**src/rtl/kwdt_pkg.sv**
```systemverilog
package kwdt_pkg;
    localparam int REG_W = 16;
    localparam int ADDR_W = 4;

    localparam logic [ADDR_W-1:0] OFF_CTRL = 4'h0;
    localparam logic [ADDR_W-1:0] OFF_SVC  = 4'h2;
    localparam logic [ADDR_W-1:0] OFF_STAT = 4'h4;
    localparam logic [ADDR_W-1:0] OFF_MISC = 4'h8;

    localparam logic [REG_W-1:0] KEY_ARM  = 16'h5555;
    localparam logic [REG_W-1:0] KEY_FIRE = 16'hAAAA;

    localparam int CTRL_RUN = 2;
    localparam int CTRL_SRS = 4;
    localparam int CTRL_EXT = 5;

    localparam int ST_WARM = 0;
    localparam int ST_WDOG = 1;
    localparam int ST_HARD = 3;
    localparam int ST_COLD = 4;

    typedef struct packed {
        logic [7:0] tmo;
        logic       run;
        logic       srs;
        logic       ext;
        logic       pd_en;
        logic       req;
    } ctrl_t;
endpackage

```
**src/rtl/kwdt_down.sv**
```systemverilog
module kwdt_down #(
    parameter int W = 9,
    parameter logic [W-1:0] RST_VAL = '0
) (
    input  logic         clk,
    input  logic         rst_n,
    input  logic         run_i,
    input  logic         tick_i,
    input  logic         load_i,
    input  logic [W-1:0] load_val_i,
    output logic         expire_o
);
    logic [W-1:0] cnt_d, cnt_q;

    always_comb begin
        cnt_d    = cnt_q;
        expire_o = 1'b0;
        if (load_i) begin
            cnt_d = load_val_i;
        end else if (run_i && tick_i) begin
            if (cnt_q == W'(1)) begin
                expire_o = 1'b1;
                cnt_d    = load_val_i;
            end else begin
                cnt_d = cnt_q - W'(1);
            end
        end
    end

    always_ff @(posedge clk or negedge rst_n) begin
        if (!rst_n) cnt_q <= RST_VAL;
        else        cnt_q <= cnt_d;
    end
endmodule

```
**src/rtl/kwdt_keyseq.sv**
```systemverilog
module kwdt_keyseq
    import kwdt_pkg::*;
(
    input  logic             clk,
    input  logic             rst_n,
    input  logic             wr_i,
    input  logic [REG_W-1:0] data_i,
    output logic             fire_o,
    output logic             armed_o
);
    logic armed_d, armed_q;

    always_comb begin
        armed_d = armed_q;
        fire_o  = 1'b0;
        if (wr_i) begin
            fire_o  = armed_q && (data_i == KEY_FIRE);
            armed_d = (data_i == KEY_ARM);
        end
    end

    always_ff @(posedge clk or negedge rst_n) begin
        if (!rst_n) armed_q <= 1'b0;
        else        armed_q <= armed_d;
    end

    assign armed_o = armed_q;
endmodule

```
**src/rtl/kwdt_top.sv**
```systemverilog
module kwdt_top
    import kwdt_pkg::*;
#(
    parameter int TMO_W    = 8,
    parameter int PD_TICKS = 32
) (
    input  logic              clk,
    input  logic              rst_n,
    input  logic              por_n,
    input  logic              tick_i,
    input  logic              wr_i,
    input  logic [ADDR_W-1:0] addr_i,
    input  logic [REG_W-1:0]  wdata_i,
    output logic [REG_W-1:0]  rdata_o,
    input  logic              hard_rst_i,
    input  logic              warm_rst_i,
    output logic              rst_req_o
);
    localparam int CNT_W = TMO_W + 1;
    localparam int PD_W  = $clog2(PD_TICKS + 1);

    ctrl_t            st_d, st_q;
    logic [REG_W-1:0] status_d, status_q;
    logic             rst_all_n;
    logic             wr_ctrl, wr_svc, wr_misc;
    logic             run_rise, fire, key_armed;
    logic             main_load, main_exp, pd_exp;
    logic [TMO_W-1:0] new_tmo;
    logic [CNT_W-1:0] main_val;

    assign rst_all_n = rst_n & por_n;
    assign wr_ctrl   = wr_i && (addr_i == OFF_CTRL);
    assign wr_svc    = wr_i && (addr_i == OFF_SVC);
    assign wr_misc   = wr_i && (addr_i == OFF_MISC);
    assign new_tmo   = wdata_i[REG_W-1 -: TMO_W];
    assign run_rise  = wr_ctrl && wdata_i[CTRL_RUN] && !st_q.run;
    assign main_load = run_rise || fire;
    assign main_val  = run_rise ? ({1'b0, new_tmo} + CNT_W'(1))
                                : ({1'b0, st_q.tmo} + CNT_W'(1));

    kwdt_keyseq u_key (
        .clk     (clk),
        .rst_n   (rst_all_n),
        .wr_i    (wr_svc),
        .data_i  (wdata_i),
        .fire_o  (fire),
        .armed_o (key_armed)
    );

    kwdt_down #(.W(CNT_W), .RST_VAL('0)) u_main (
        .clk        (clk),
        .rst_n      (rst_all_n),
        .run_i      (st_q.run),
        .tick_i     (tick_i),
        .load_i     (main_load),
        .load_val_i (main_val),
        .expire_o   (main_exp)
    );

    kwdt_down #(.W(PD_W), .RST_VAL(PD_W'(PD_TICKS))) u_pd (
        .clk        (clk),
        .rst_n      (rst_all_n),
        .run_i      (st_q.pd_en),
        .tick_i     (tick_i),
        .load_i     (1'b0),
        .load_val_i (PD_W'(PD_TICKS)),
        .expire_o   (pd_exp)
    );

    always_comb begin
        st_d     = st_q;
        st_d.req = main_exp || pd_exp;
        if (wr_ctrl) begin
            st_d.tmo = new_tmo;
            st_d.run = st_q.run | wdata_i[CTRL_RUN];
            st_d.srs = wdata_i[CTRL_SRS];
            st_d.ext = wdata_i[CTRL_EXT];
        end
        if (wr_misc && (wdata_i == '0)) st_d.pd_en = 1'b0;

        status_d = status_q;
        if (main_exp || pd_exp) status_d = REG_W'(1) << ST_WDOG;
        else if (hard_rst_i)    status_d = REG_W'(1) << ST_HARD;
        else if (warm_rst_i)    status_d = REG_W'(1) << ST_WARM;
    end

    always_ff @(posedge clk or negedge rst_all_n) begin
        if (!rst_all_n) begin
            st_q       <= '0;
            st_q.pd_en <= 1'b1;
        end else begin
            st_q <= st_d;
        end
    end

    always_ff @(posedge clk or negedge por_n) begin
        if (!por_n) status_q <= REG_W'(1) << ST_COLD;
        else        status_q <= status_d;
    end

    always_comb begin
        rdata_o = '0;
        case (addr_i)
            OFF_CTRL: begin
                rdata_o[REG_W-1 -: TMO_W] = st_q.tmo;
                rdata_o[CTRL_EXT]         = st_q.ext;
                rdata_o[CTRL_SRS]         = st_q.srs;
                rdata_o[CTRL_RUN]         = st_q.run;
            end
            OFF_STAT: rdata_o = status_q;
            OFF_MISC: rdata_o[0] = st_q.pd_en;
            default:  rdata_o = '0;
        endcase
    end

    assign rst_req_o = st_q.req;
endmodule

```
**config.mk**
```make
export PLATFORM = sky130hd
export DESIGN_NAME = kwdt_top
export DESIGN_NICKNAME = d
export VERILOG_FILES = /design/src/rtl/kwdt_pkg.sv /design/src/rtl/kwdt_down.sv /design/src/rtl/kwdt_keyseq.sv /design/src/rtl/kwdt_top.sv
export SDC_FILE = /design/constraint.sdc
export NUM_CORES = 1
export LEC_CHECK = 0
export CORE_ASPECT_RATIO = 1.5
export CORE_MARGIN = 5
export CORE_UTILIZATION = 30
export CTS_CLUSTER_DIAMETER = 200
export CTS_CLUSTER_SIZE = 12
export DETAILED_ROUTE_END_ITERATION = 6
export GPL_ROUTABILITY_DRIVEN = 0
export GPL_TIMING_DRIVEN = 0
export PLACE_DENSITY = 0.53
export REMOVE_ABC_BUFFERS = 1
export SLEW_MARGIN = 25
export SYNTH_ARGS = -nofsm -noshare
export SYNTH_HDL_FRONTEND = slang
export SYNTH_SLANG_ARGS = --single-unit
```
**constraint.sdc**
```tcl
create_clock -name clk -period 3.5 [get_ports clk]
set_input_delay 0.35 -clock clk [delete_from_list [all_inputs] [get_ports clk]]
set_output_delay 0.35 -clock clk [all_outputs]
set_load 0.01 [all_outputs]
```
=== After elaboration in Yosys (flattened, before gate mapping) ===
Index checks and enable logic that the tools add are counted.

* Bits in registers: 45
* Latch bits: 0
* RAM bits: 0
* Bits in read-only memories: 0
* Input bits: 27
* Output and inout port bits: 17
* Logic and storage cells: 60
* Memories kept: 0

* $add $sub $neg: 4
* $mul: 0
* Div/mod/pow operators: 0
* Order comparisons: 0
* Equal/unequal tests: 7
* Shifts and indexed selects: 0
* Mux-type cells: 21
* Bitwise gates (word level): 2
* Reductions and logical operators: 16

{| class="wikitable"
|+ Operator list
! operator !! number
|-
| $mux 16 || 3
|-
| $mux 9 || 4
|-
| $add 8x1->9 const B || 2
|-
| $eq 16x15->1 const B || 1
|-
| $eq 16x16->1 const B || 1
|-
| $logic_not 16->1 || 1
|-
| $pmux 8 s2 || 1
|-
| $eq 9x1->1 const B || 1
|-
| $logic_and 1x1->1 || 9
|-
| $sub 9x1->9 const B || 1
|-
| $mux 1 || 8
|-
| $eq 6x1->1 const B || 1
|-
| $mux 6 || 1
|-
| $sub 6x1->6 const B || 1
|-
| $eq 4x2->1 const B || 1
|-
| $eq 4x3->1 const B || 1
|-
| $eq 4x4->1 const B || 1
|-
| $logic_not 4->1 || 1
|-
| $pmux 1 s2 || 2
|-
| $pmux 2 s2 || 1
|-
| $reduce_bool 3->1 || 1
|-
| $logic_or 1x1->1 || 2
|-
| $mux 2 || 1
|-
| $reduce_bool 2->1 || 1
|-
| other kinds (3) || 3
|}

=== Longest topological paths before layout ===
Gate-level depths: netlist of the first run.

* Word-level depth: 8
* Mapped depth: 11
* Mapped depth without buffers: 10

=== Hierarchy ===
Synthesis of the first run repeated with hierarchy kept, for this count alone.

* Cell total of the unflattened synthesis: 268
* Area total of the unflattened synthesis: 2476.1 um^2

{| class="wikitable"
|+ Modules (own cells, without submodules)
! module !! times used !! cells an instance !! area each (um^2) !! sequential area each (um^2)
|-
| kwdt_top || 1 || 122 || 1179.9 || 427.9
|-
| kwdt_down at u_main || 1 || 79 || 689.4 || 225.2
|-
| kwdt_down at u_pd || 1 || 50 || 455.4 || 151.4
|-
| kwdt_keyseq || 1 || 17 || 151.4 || 25.0
|}

=== Worst setup path before layout of the first run ===
OpenSTA, ideal clock, no wires.

* Path kind: input to register
* Start: input wr_i
* End: register u_main.cnt_q[6]
* Library setup time: 0.069 ns
* Arrival: 2.040 ns
* Data required time: 3.431 ns
* Setup slack: 1.391 ns
* Stages: 9
* Buffers on the path: 0
* Path through: nor2b_1 nand4b_1 mux2_2 ha_1 nand3_1 or3_1 nand3_1 o221ai_1 nand3_1

* Word-level cells in the longest chain between the ends: 7
* Elaborated cells on any way between the ends: 11
* Classes of those cells: 5 x mux; 6 x reduce/logical

{| class="wikitable"
|+ Ends and longest elaborated chain
! element !! RTL line !! RTL
|-
| start, declared || kwdt_top.sv:11 || <nowiki>input logic wr_i,</nowiki>
|-
| $logic_and 1x1->1 || kwdt_top.sv:32 || <nowiki>assign wr_ctrl = wr_i && (addr_i == OFF_CTRL);</nowiki>
|-
| $logic_and 1x1->1 (2 in a row) || kwdt_top.sv:36 || <nowiki>assign run_rise = wr_ctrl && wdata_i[CTRL_RUN] && !st_q.run;</nowiki>
|-
| $mux 9 || kwdt_top.sv:38 || <nowiki>assign main_val = run_rise ? ({1'b0, new_tmo} + CNT_W'(1))</nowiki>
|-
| $mux 9 || kwdt_down.sv:21 || <nowiki>if (cnt_q == W'(1)) begin</nowiki>
|-
| $mux 9 || kwdt_down.sv:20 || <nowiki>end else if (run_i && tick_i) begin</nowiki>
|-
| $mux 9 || kwdt_down.sv:18 || <nowiki>if (load_i) begin</nowiki>
|-
| end signal, assigned || kwdt_down.sv:32 || <nowiki>else cnt_q <= cnt_d;</nowiki>
|-
| end, declared || kwdt_down.sv:13 || <nowiki>logic [W-1:0] cnt_d, cnt_q;</nowiki>
|}

Parallel ways exist; a longest one is shown, timed or not. The select of a mux whose other input is x is not followed.
A chain may end at the register's enable or synchronous reset.

=== Worst setup path in the final report of the first run ===
* Start: input addr_i[1]
* End: register u_main.cnt_q[6]

* Word-level cells in the longest chain between the ends: 8
* Elaborated cells on any way between the ends: 13
* Classes of those cells: 1 x eq/ne; 5 x mux; 7 x reduce/logical

{| class="wikitable"
|+ Ends and longest elaborated chain
! element !! RTL line !! RTL
|-
| start, declared || kwdt_top.sv:12 || <nowiki>input logic [ADDR_W-1:0] addr_i,</nowiki>
|-
| $logic_not 4->1 || kwdt_top.sv:32 ||
|-
| $logic_and 1x1->1 || kwdt_top.sv:32 ||
|-
| $logic_and 1x1->1 (2 in a row) || kwdt_top.sv:36 ||
|-
| $mux 9 || kwdt_top.sv:38 ||
|-
| $mux 9 || kwdt_down.sv:21 ||
|-
| $mux 9 || kwdt_down.sv:20 ||
|-
| $mux 9 || kwdt_down.sv:18 ||
|}

Parallel ways exist; a longest one is shown, timed or not. The select of a mux whose other input is x is not followed.

==> impl_metrics.json, run 1 <==
{
  "status": "completed",
  "syn2layout_area_growth_pct": 30.0,
  "crit_top_cell": "nand3_1",
  "synthFlopType": "dfrtp_1",
  "synth_cell_type_count": 60,
  "cp_max_fo": 9,
  "core-area_sq_mm": 0.00727,
  "ys.warnings.count": 0,
  "fp.dieArea_sq_mm": 0.00932,
  "clock_path_buffers": 2,
  "synth_edf_count": 0,
  "grt_overflow": 0,
  "cts-root-buf": "clkbuf_8",
  "netlist_area_sq_mm": 0.00224,
  "wirelength_um": 5820,
  "synth-seq-cells": 33,
  "htreeDepth": 2,
  "dpl.hpwl_um": 4630,
  "syn_avg_cell_area_sq_um": 8.91,
  "io_buffers": 41,
  "fmax_ghz": 0.358,
  "cp_data_required_time_ps": 3720,
  "period_minus_slack_ps": 2790,
  "drc": 0,
  "async_flop_share_pct": 100,
  "maxSlewViolCount": 0,
  "crit_type": "in -> reg",
  "max_slew_margin_pct": 49.9,
  "via_per_inst": 5.06,
  "finalNonFillerCells": 398,
  "cp-end-kind": "register",
  "die_x_um": 80.5,
  "synth_sequential_area_ratio_pct": 37.1,
  "grt_usage_pct": 13.4,
  "syn_inst": 251,
  "drive_gt1_share_pct": 15.4,
  "arrival_ps": 3010,
  "place_inst": 384,
  "p_per_area_mw_per_mm2": 425,
  "dr.pass1.iters": 4,
  "wl_per_cell_um": 14.6,
  "grt_pass1_wl_um": 9880,
  "final-hold-violation-count": 0,
  "clk_pin_slew_worst_paths_ps": 70,
  "row_count": 38,
  "ir_drop_mv": 0.225,
  "ant_nets": 0,
  "cts_tree": "yes",
  "final_nets": 329,
  "cts_hold_buf": 0,
  "first_global_vias": 2028,
  "cts.sinks": 33,
  "period_share_pct": 79.7,
  "skew_ps": 6.25,
  "antenna_cells": 0,
  "hold_path.class": "in -> async",
  "rsz0062_at_grt": "false",
  "path_cells": "clkdlybuf4s50_1 > nor3_2 > nand4b_1 > buf_4 > mux2_2 > ha_1 > nand3_1 > or3_1 > nand3_1 > o221ai_1 > nand3_1",
  "die_h_um": 116,
  "grt_max_degree": 19,
  "total_leakage_power_uw": 0.00120,
  "maxCapViolCount": 0,
  "vias": 2015,
  "clock_latency_ps": 280,
  "drt_iter0_markers": 129,
  "final-setup-viol-count": 0,
  "slowest_delay_ps": 540,
  "tightest_slew_ps": 747,
  "ios": 44,
  "numCtsBuffers": 5,
  "worst_setup_path_start_kind": "input port",
  "tns_ps": 0,
  "antenna_found_initial": 0,
  "start_util_pct": 30.7,
  "slowest_stage": "clkdlybuf4s50_1"
}
## area by class of cell
class / instances / area [sq um]
Multi-Input combinational cell: 201 / 1340
Sequential cell: 33 / 830
Timing Repair Buffer: 49 / 488
Tap cell: 100 / 125
Clock buffer: 7 / 96.3
Clock inverter: 1 / 5.00
Fill cell: 721 / 4370
Inverter: 7 / 26.3
## cell usage after synthesis (4+ instances only)
| master | count | area share, % |
|---|---|---|
| o21ai_0 | 12 | 2.7 |
| inv_1 | 7 | 1.2 |
| and2_1 | 13 | 3.6 |
| and3_1 | 4 | 1.1 |
| a21oi_1 | 10 | 2.2 |
| nor2_1 | 18 | 3.0 |
| clkbuf_1 | 6 | 1.0 |
| mux2_2 | 12 | 6.0 |
| nor4_1 | 7 | 2.0 |
| nor3_1 | 12 | 2.7 |
| a21o_1 | 5 | 1.7 |
| nand4_1 | 7 | 2.0 |
| nand2_1 | 21 | 3.5 |
| dfrtp_1 | 30 | 34 |
| nand3_1 | 13 | 2.9 |
| ha_1 | 5 | 2.8 |
| xnor2_1 | 6 | 2.4 |
## repair_timing
item,in CTS,in global routing
buffers inserted,0,6
gates resized for setup,0,0
setup endpoints to repair,0,1
hold endpoints to repair,0,0
## where the power goes
group | switching (uW) | internal (uW)
Sequential | 97.6 | 459
Clock | 137 | 178
Combinational | 174 | 190
Total | 408 | 826
## state kept, by name, indices dropped and copies added, names as in the netlist
signal         flops
st_q              12
u_main.cnt_q       9
u_pd.cnt_q         6
status_q           4
rst_req_o          1
u_key.armed_o      1
## final timing paths
path / cells after the start / from / end / slack (ps)
min in group clk: 2 / status_q[4]$_DFFE_PN1P_ / status_q[4]$_DFFE_PN1P_ / 450
max reg2reg: 9 / st_q[4]$_DFFE_PN0N_ / u_main.cnt_q[6]$_DFFE_PN0P_ / 1270
min: 1 / por_n / status_q[3]$_DFFE_PN0P_ / 290
min reg2reg: 2 / status_q[4]$_DFFE_PN1P_ / status_q[4]$_DFFE_PN1P_ / 450
max in group asynchronous: 3 / por_n / st_q[1]$_DFFE_PN1P_ / 2320
max: 11 / addr_i[1] / u_main.cnt_q[6]$_DFFE_PN0P_ / 710
## critical path: cells and delay by family
kind            cells  cell delay (ps)
mux                 1              260
buf+inv             2              730
fa+ha+maj           1              270
compound gates      1              120
simple gates        6             1280
## cells by family after synthesis
| group | after synthesis | synth area share, % |
|---|---|---|
| AND/OR/NAND/NOR | 116 | 28.8 |
| AO/OA/AOI/OAI | 54 | 16.6 |
| other | 1 | 0.168 |
| multiplexers | 15 | 7.39 |
| flip-flops | 33 | 37.1 |
| XOR/XNOR | 9 | 3.53 |
| adder cells (fa/ha/maj) | 5 | 2.80 |
| buffers and inverters | 18 | 3.64 |
## routing by layer
metal,global-route usage [%],vias up,wire length (um)
met5,0,-,0
met4,4.74,0,95
met1,15.9,955,2420
li1,-,1019,-
met3,1.79,6,159
met2,24.6,35,3150
## per-stage QoR
step                      instance area (sq um)  hold slack [ps]  util, %  setup slack [ps]  power [uW]
final                                      2910              290     40.0               709        1230
after global routing                       2910              300     40.0               504        1330
after floorplan                            2180             54.4        -              1080         789
after global placement                     2720              437     37.4             -98.9         917
after detailed placement                   2760              445     37.9              -105         926
after CTS                                  2860              290     39.3               207        1250
## cell usage in the layout, fill, tap and decap left out, types with 4 or more instances in the layout
cell / netlist / routed
a21o_1: 5 / 5
a21oi_1: 10 / 10
and2_1: 13 / 12
and3_1: 4 / 4
buf_4: 3 / 6
clkbuf_8: 0 / 7
clkdlybuf4s50_1: 0 / 41
dfrtp_1: 30 / 30
ha_1: 5 / 5
inv_1: 7 / 7
mux2_2: 12 / 12
nand2_1: 21 / 21
nand3_1: 13 / 13
nand4_1: 7 / 7
nor2_1: 18 / 18
nor3_1: 12 / 12
nor4_1: 7 / 6
o21ai_0: 12 / 12
xnor2_1: 6 / 6
(Power assumes the default switching activity.)
==> run 2, diff against run 1 <==
- PLACE_DENSITY: 0.53 -> 0.55
- clock period: 3.5 -> 2.3 ns (I/O delays scaled with it)
==> impl_metrics.json, run 2 (synthesis gave the netlist of run 1 again) <==
{
  "maxCapViolCount": 0,
  "critPathTopFamily": "simple AND/OR/NAND/NOR gates",
  "antenna_found_initial": 0,
  "crit_type": "in -> reg",
  "layout_commonest_cell": "clkdlybuf4s50_1",
  "vias": 2019,
  "wirelength_um": 5800,
  "dr.pass1.iters": 4,
  "ios": 44,
  "row_count": 38,
  "final-hold-violation-count": 0,
  "skew_ps": 7.33,
  "cp_max_fo": 6,
  "seqPwrFrac_pct": 44.5,
  "cts.sinks": 33,
  "dpl.hpwl_um": 4460,
  "multi_input_area_sq_mm": 0.00137,
  "die_x_um": 80.5,
  "place_inst": 383,
  "first_global_vias": 2043,
  "grt_usage_pct": 13.4,
  "p_per_area_mw_per_mm2": 650,
  "slowest_delay_ps": 490,
  "grt_util_met3_pct": 1.63,
  "cts-root-buf": "clkbuf_8",
  "tightest_slew_ps": 719,
  "power_switching_uw": 626,
  "ir_drop_mv": 0.357,
  "p_int_uw": 1270,
  "grt_max_degree": 30,
  "maxSlewViolCount": 0,
  "area.sequential_sq_um": 830,
  "cp-end-kind": "register",
  "ant_nets": 0,
  "grt_overflow": 0,
  "final-setup-viol-count": 0,
  "cts_hold_buf": 0,
  "met1_usage_pct": 15.5,
  "top_usage_layer": "met2",
  "path_cells": "clkdlybuf4s50_1 > nor2b_4 > and4b_2 > nand2_1 > nand2_1 > ha_4 > nand3_1 > or3_1 > nand3_1 > o221ai_1 > nand3_1",
  "period_share_pct": 94.6,
  "hold_path.class": "in -> async",
  "drt_iter0_markers": 88,
  "clock_latency_ps": 280,
  "cts_tree": "yes",
  "htreeDepth": 2,
  "crit_buf_inv": 1,
  "clk_pin_slew_worst_paths_ps": 70,
  "fill_cells": 750,
  "drive_gt1_share_pct": 16.5,
  "tns_ps": 0,
  "top_register": "st_q",
  "fmax_ghz": 0.459,
  "slowest_stage": "clkdlybuf4s50_1",
  "period_minus_slack_ps": 2180,
  "largest_register_ffs": 12,
  "worst_setup_path_start_kind": "input port",
  "die_h_um": 116,
  "syn2layout_area_growth_pct": 30.3,
  "combPwrFrac_pct": 30.0,
  "p_clk_share_pct": 25.5,
  "core-area_sq_mm": 0.00727,
  "grt_pass1_wl_um": 9860,
  "fin_total_pwr_uw": 1890,
  "clock_path_buffers": 2,
  "status": "completed",
  "finalNonFillerCells": 397,
  "final_nets": 328,
  "antenna_cells": 0,
  "biggestRegsByFlops": "st_q (12), u_main.cnt_q (9), u_pd.cnt_q (6)",
  "crit_top_cell": "nand3_1",
  "max_slew_margin_pct": 52.1,
  "numCtsBuffers": 5,
  "use_met2_pct": 24.8,
  "wl_per_cell_um": 14.6,
  "drc": 0,
  "arrival_ps": 2400,
  "final_cell_mix": "37 x clkdlybuf4s50_1, 30 x dfrtp_1, 21 x nand2_1",
  "cp_data_required_time_ps": 2520,
  "swShare_pct": 33.1,
  "via_per_inst": 5.09,
  "fp.dieArea_sq_mm": 0.00932,
  "start_util_pct": 30.7,
  "total_leakage_power_uw": 0.00121,
  "io_buffers": 41
}
## run 2: layout make-up
cell class | count | area share (%)
clock inverter | 1 | 0.172
inverter | 7 | 0.902
tap | 100 | 4.30
multi-input combinational | 201 | 47.1
sequential | 33 | 28.5
timing repair buffer | 48 | 15.8
clock buffer | 7 | 3.31
## run 2: path summary, 6_finish.rpt
path                            cells after the start                         from                     endpoint  slack, ps
worst max-delay path                               11                         wr_i  u_main.cnt_q[6]$_DFFE_PN0P_        120
worst min-delay path                                1                        por_n      status_q[1]$_DFFE_PN0P_        150
worst max register to register                      7  u_main.cnt_q[1]$_DFFE_PN0P_  u_main.cnt_q[5]$_DFFE_PN0P_        230
worst min register to register                      2      status_q[4]$_DFFE_PN1P_      status_q[4]$_DFFE_PN1P_        450
max in group asynchronous                           2                        por_n  u_main.cnt_q[0]$_DFFE_PN0P_       1160
min in group clk                                    2      status_q[4]$_DFFE_PN1P_      status_q[4]$_DFFE_PN1P_        450
## run 2: power by group through the flow
stage	Sequential [uW]	Clock, uW	Combinational, uW
finish	842	483	568
floorplan	811	0	389
global route	865	528	641
global placement	850	0	547
detailed placement	851	0	549
CTS	840	499	557
## run 2: repair_timing
action | in CTS | in global routing
gates resized for setup | 9 | 4
setup buffers | 2 | 4
pin swaps | 3 | 0
endpoints found under the setup margin | 18 | 1
## run 2: per-layer routing
layer | up-vias | part of all wire (%)
met4 | 0 | 1.6
met3 | 6 | 3.1
met2 | 43 | 55
li1 | 1019 | -
met5 | - | 0
met1 | 951 | 40
## run 2: through the flow
step	hold slack [ps]	setup slack [ps]	util (%)	cell area [sq um]
final	154	123	40.0	2910
after global routing	170	-13.6	40.0	2910
after CTS	152	29.5	39.4	2860
after detailed placement	440	-1160	37.6	2730
after global placement	436	-1190	37.4	2720
after floorplan	-65.6	-3.84	-	2180
==> run 3, diff against run 2 <==
- CORE_UTILIZATION: 30 -> 35
- HOLD_SLACK_MARGIN: unset -> 0.03
- PLACE_DENSITY: 0.55 -> 0.62
==> impl_metrics.json, run 3 (synthesis gave the netlist of run 1 again) <==
{
  "wirelength_um": 5750,
  "die_h_um": 108,
  "slowest_delay_ps": 590,
  "area.sequential_sq_um": 830,
  "slowest_stage": "nor4_4",
  "final-setup-viol-count": 0,
  "place_inst": 356,
  "first_global_vias": 2161,
  "cp_max_fo": 11,
  "biggestRegsByFlops": "st_q (12), u_main.cnt_q (9), u_pd.cnt_q (6)",
  "fin_total_pwr_uw": 1900,
  "antenna_found_initial": 0,
  "dpl.hpwl_um": 4310,
  "ios": 44,
  "die_x_um": 75.3,
  "tightest_slew_ps": 713,
  "maxCapViolCount": 0,
  "cts-root-buf": "clkbuf_8",
  "grt_pass1_wl_um": 9730,
  "antenna_cells": 0,
  "clk_pin_slew_worst_paths_ps": 60,
  "finalNonFillerCells": 373,
  "layout_commonest_cell": "clkdlybuf4s50_1",
  "dr.pass1.iters": 4,
  "fin_util_pct": 47.2,
  "top_register": "st_q",
  "syn2layout_area_growth_pct": 30.2,
  "row_count": 35,
  "clock_latency_ps": 280,
  "arrival_ps": 1940,
  "grt_overflow": 0,
  "cts_hold_buf": 0,
  "io_buffers": 41,
  "wl_per_cell_um": 15.4,
  "ant_nets": 0,
  "multi_input_area_sq_mm": 0.00139,
  "final_cell_mix": "37 x clkdlybuf4s50_1, 30 x dfrtp_1, 21 x nand2_1",
  "holdWs_ps": 165,
  "p_per_area_mw_per_mm2": 651,
  "final-hold-violation-count": 0,
  "core-area_sq_mm": 0.00617,
  "drc": 0,
  "path_cells": "dlygate4sd2_1 > nor4_4 > and2_1 > clkdlybuf4s50_1",
  "worst_setup_path_start_kind": "input port",
  "grt_max_degree": 30,
  "max_slew_margin_pct": 52.5,
  "cp_data_required_time_ps": 2070,
  "cp-end-kind": "output pin",
  "clock_path_buffers": 2,
  "hold_path.class": "in -> async",
  "drive_gt1_share_pct": 17.4,
  "total_leakage_power_uw": 0.00122,
  "status": "completed",
  "htreeDepth": 2,
  "crit_type": "in -> out",
  "cts.sinks": 33,
  "fp.dieArea_sq_mm": 0.00812,
  "period_minus_slack_ps": 2170,
  "period_share_pct": 94.3,
  "cts_tree": "yes",
  "numCtsBuffers": 5,
  "maxSlewViolCount": 0,
  "start_util_pct": 36.2,
  "fmax_ghz": 0.461,
  "drt_iter0_markers": 78,
  "skew_ps": 7.65,
  "vias": 2050,
  "via_per_inst": 5.50,
  "final_nets": 330,
  "ir_drop_mv": 0.489,
  "grt_usage_pct": 15.3,
  "fill_cells": 592,
  "largest_register_ffs": 12
}
==> run 3: layout make-up <==
cell class	count	area share [%]
Multi-Input combinational cell	201	47.6
Sequential cell	33	28.5
Timing Repair Buffer	50	16.4
Clock buffer	7	3.31
Tap cell	74	3.18
Inverter	7	0.902
Clock inverter	1	0.172
==> run 3: layer usage <==
| metal | vias to the layer above | track usage (%) | share of wire (%) |
|---|---|---|---|
| met2 | 39 | 27.1 | 54 |
| met1 | 980 | 17.6 | 40 |
| met3 | 13 | 2.15 | 3.0 |
| met5 | - | 0 | 0 |
| li1 | 1018 | - | - |
| met4 | 0 | 7.12 | 2.6 |
==> run 3: timing repair <==
| item | 4_1_cts | 5_1_grt |
|---|---|---|
| buffers inserted | 2 | 7 |
| pin swaps | 3 | 0 |
| endpoints found under the hold margin | 0 | 0 |
| resized for setup | 10 | 5 |
| endpoints found under the setup margin | 29 | 1 |
==> run 3: where the power goes <==
part           switching [uW]  internal (uW)  total [uW]  leakage, uW
combinational             270            300         571     0.000750
sequential                148            698         846     0.000419
clock                     209            270         479    0.0000542
total                     627           1270        1900      0.00122
==> run 3: path summary, 6_finish.rpt <==
check,from,endpoint,slack [ps],cells past startpoint
max,addr_i[2],rdata_o[9],130,4
min,por_n,status_q[1]$_DFFE_PN0P_,160,1
max reg2reg,u_main.cnt_q[1]$_DFFE_PN0P_,u_main.cnt_q[5]$_DFFE_PN0P_,240,7
min reg2reg,status_q[4]$_DFFE_PN1P_,status_q[4]$_DFFE_PN1P_,450,2
max in group asynchronous,por_n,u_main.cnt_q[0]$_DFFE_PN0P_,1150,2
min in group clk,status_q[4]$_DFFE_PN1P_,status_q[4]$_DFFE_PN1P_,450,2
==> run 3: critical path, delay by kind of cell <==
family,cells,cell delay [ps]
buffers and inverters,2,900
and+or+nand+nor,2,800
==> run 3: through the flow <==
stage | TNS, ps | cell area (sq um) | setup WS (ps)
6_report | 0 | 2910 | 130
2_1_floorplan | -3.84 | 2180 | -3.84
3_5_place_dp | -13310 | 2700 | -1170
3_3_place_gp | -22920 | 2690 | -1110
4_1_cts | 0 | 2840 | 11.5
5_1_grt | -1.47 | 2910 | -1.47
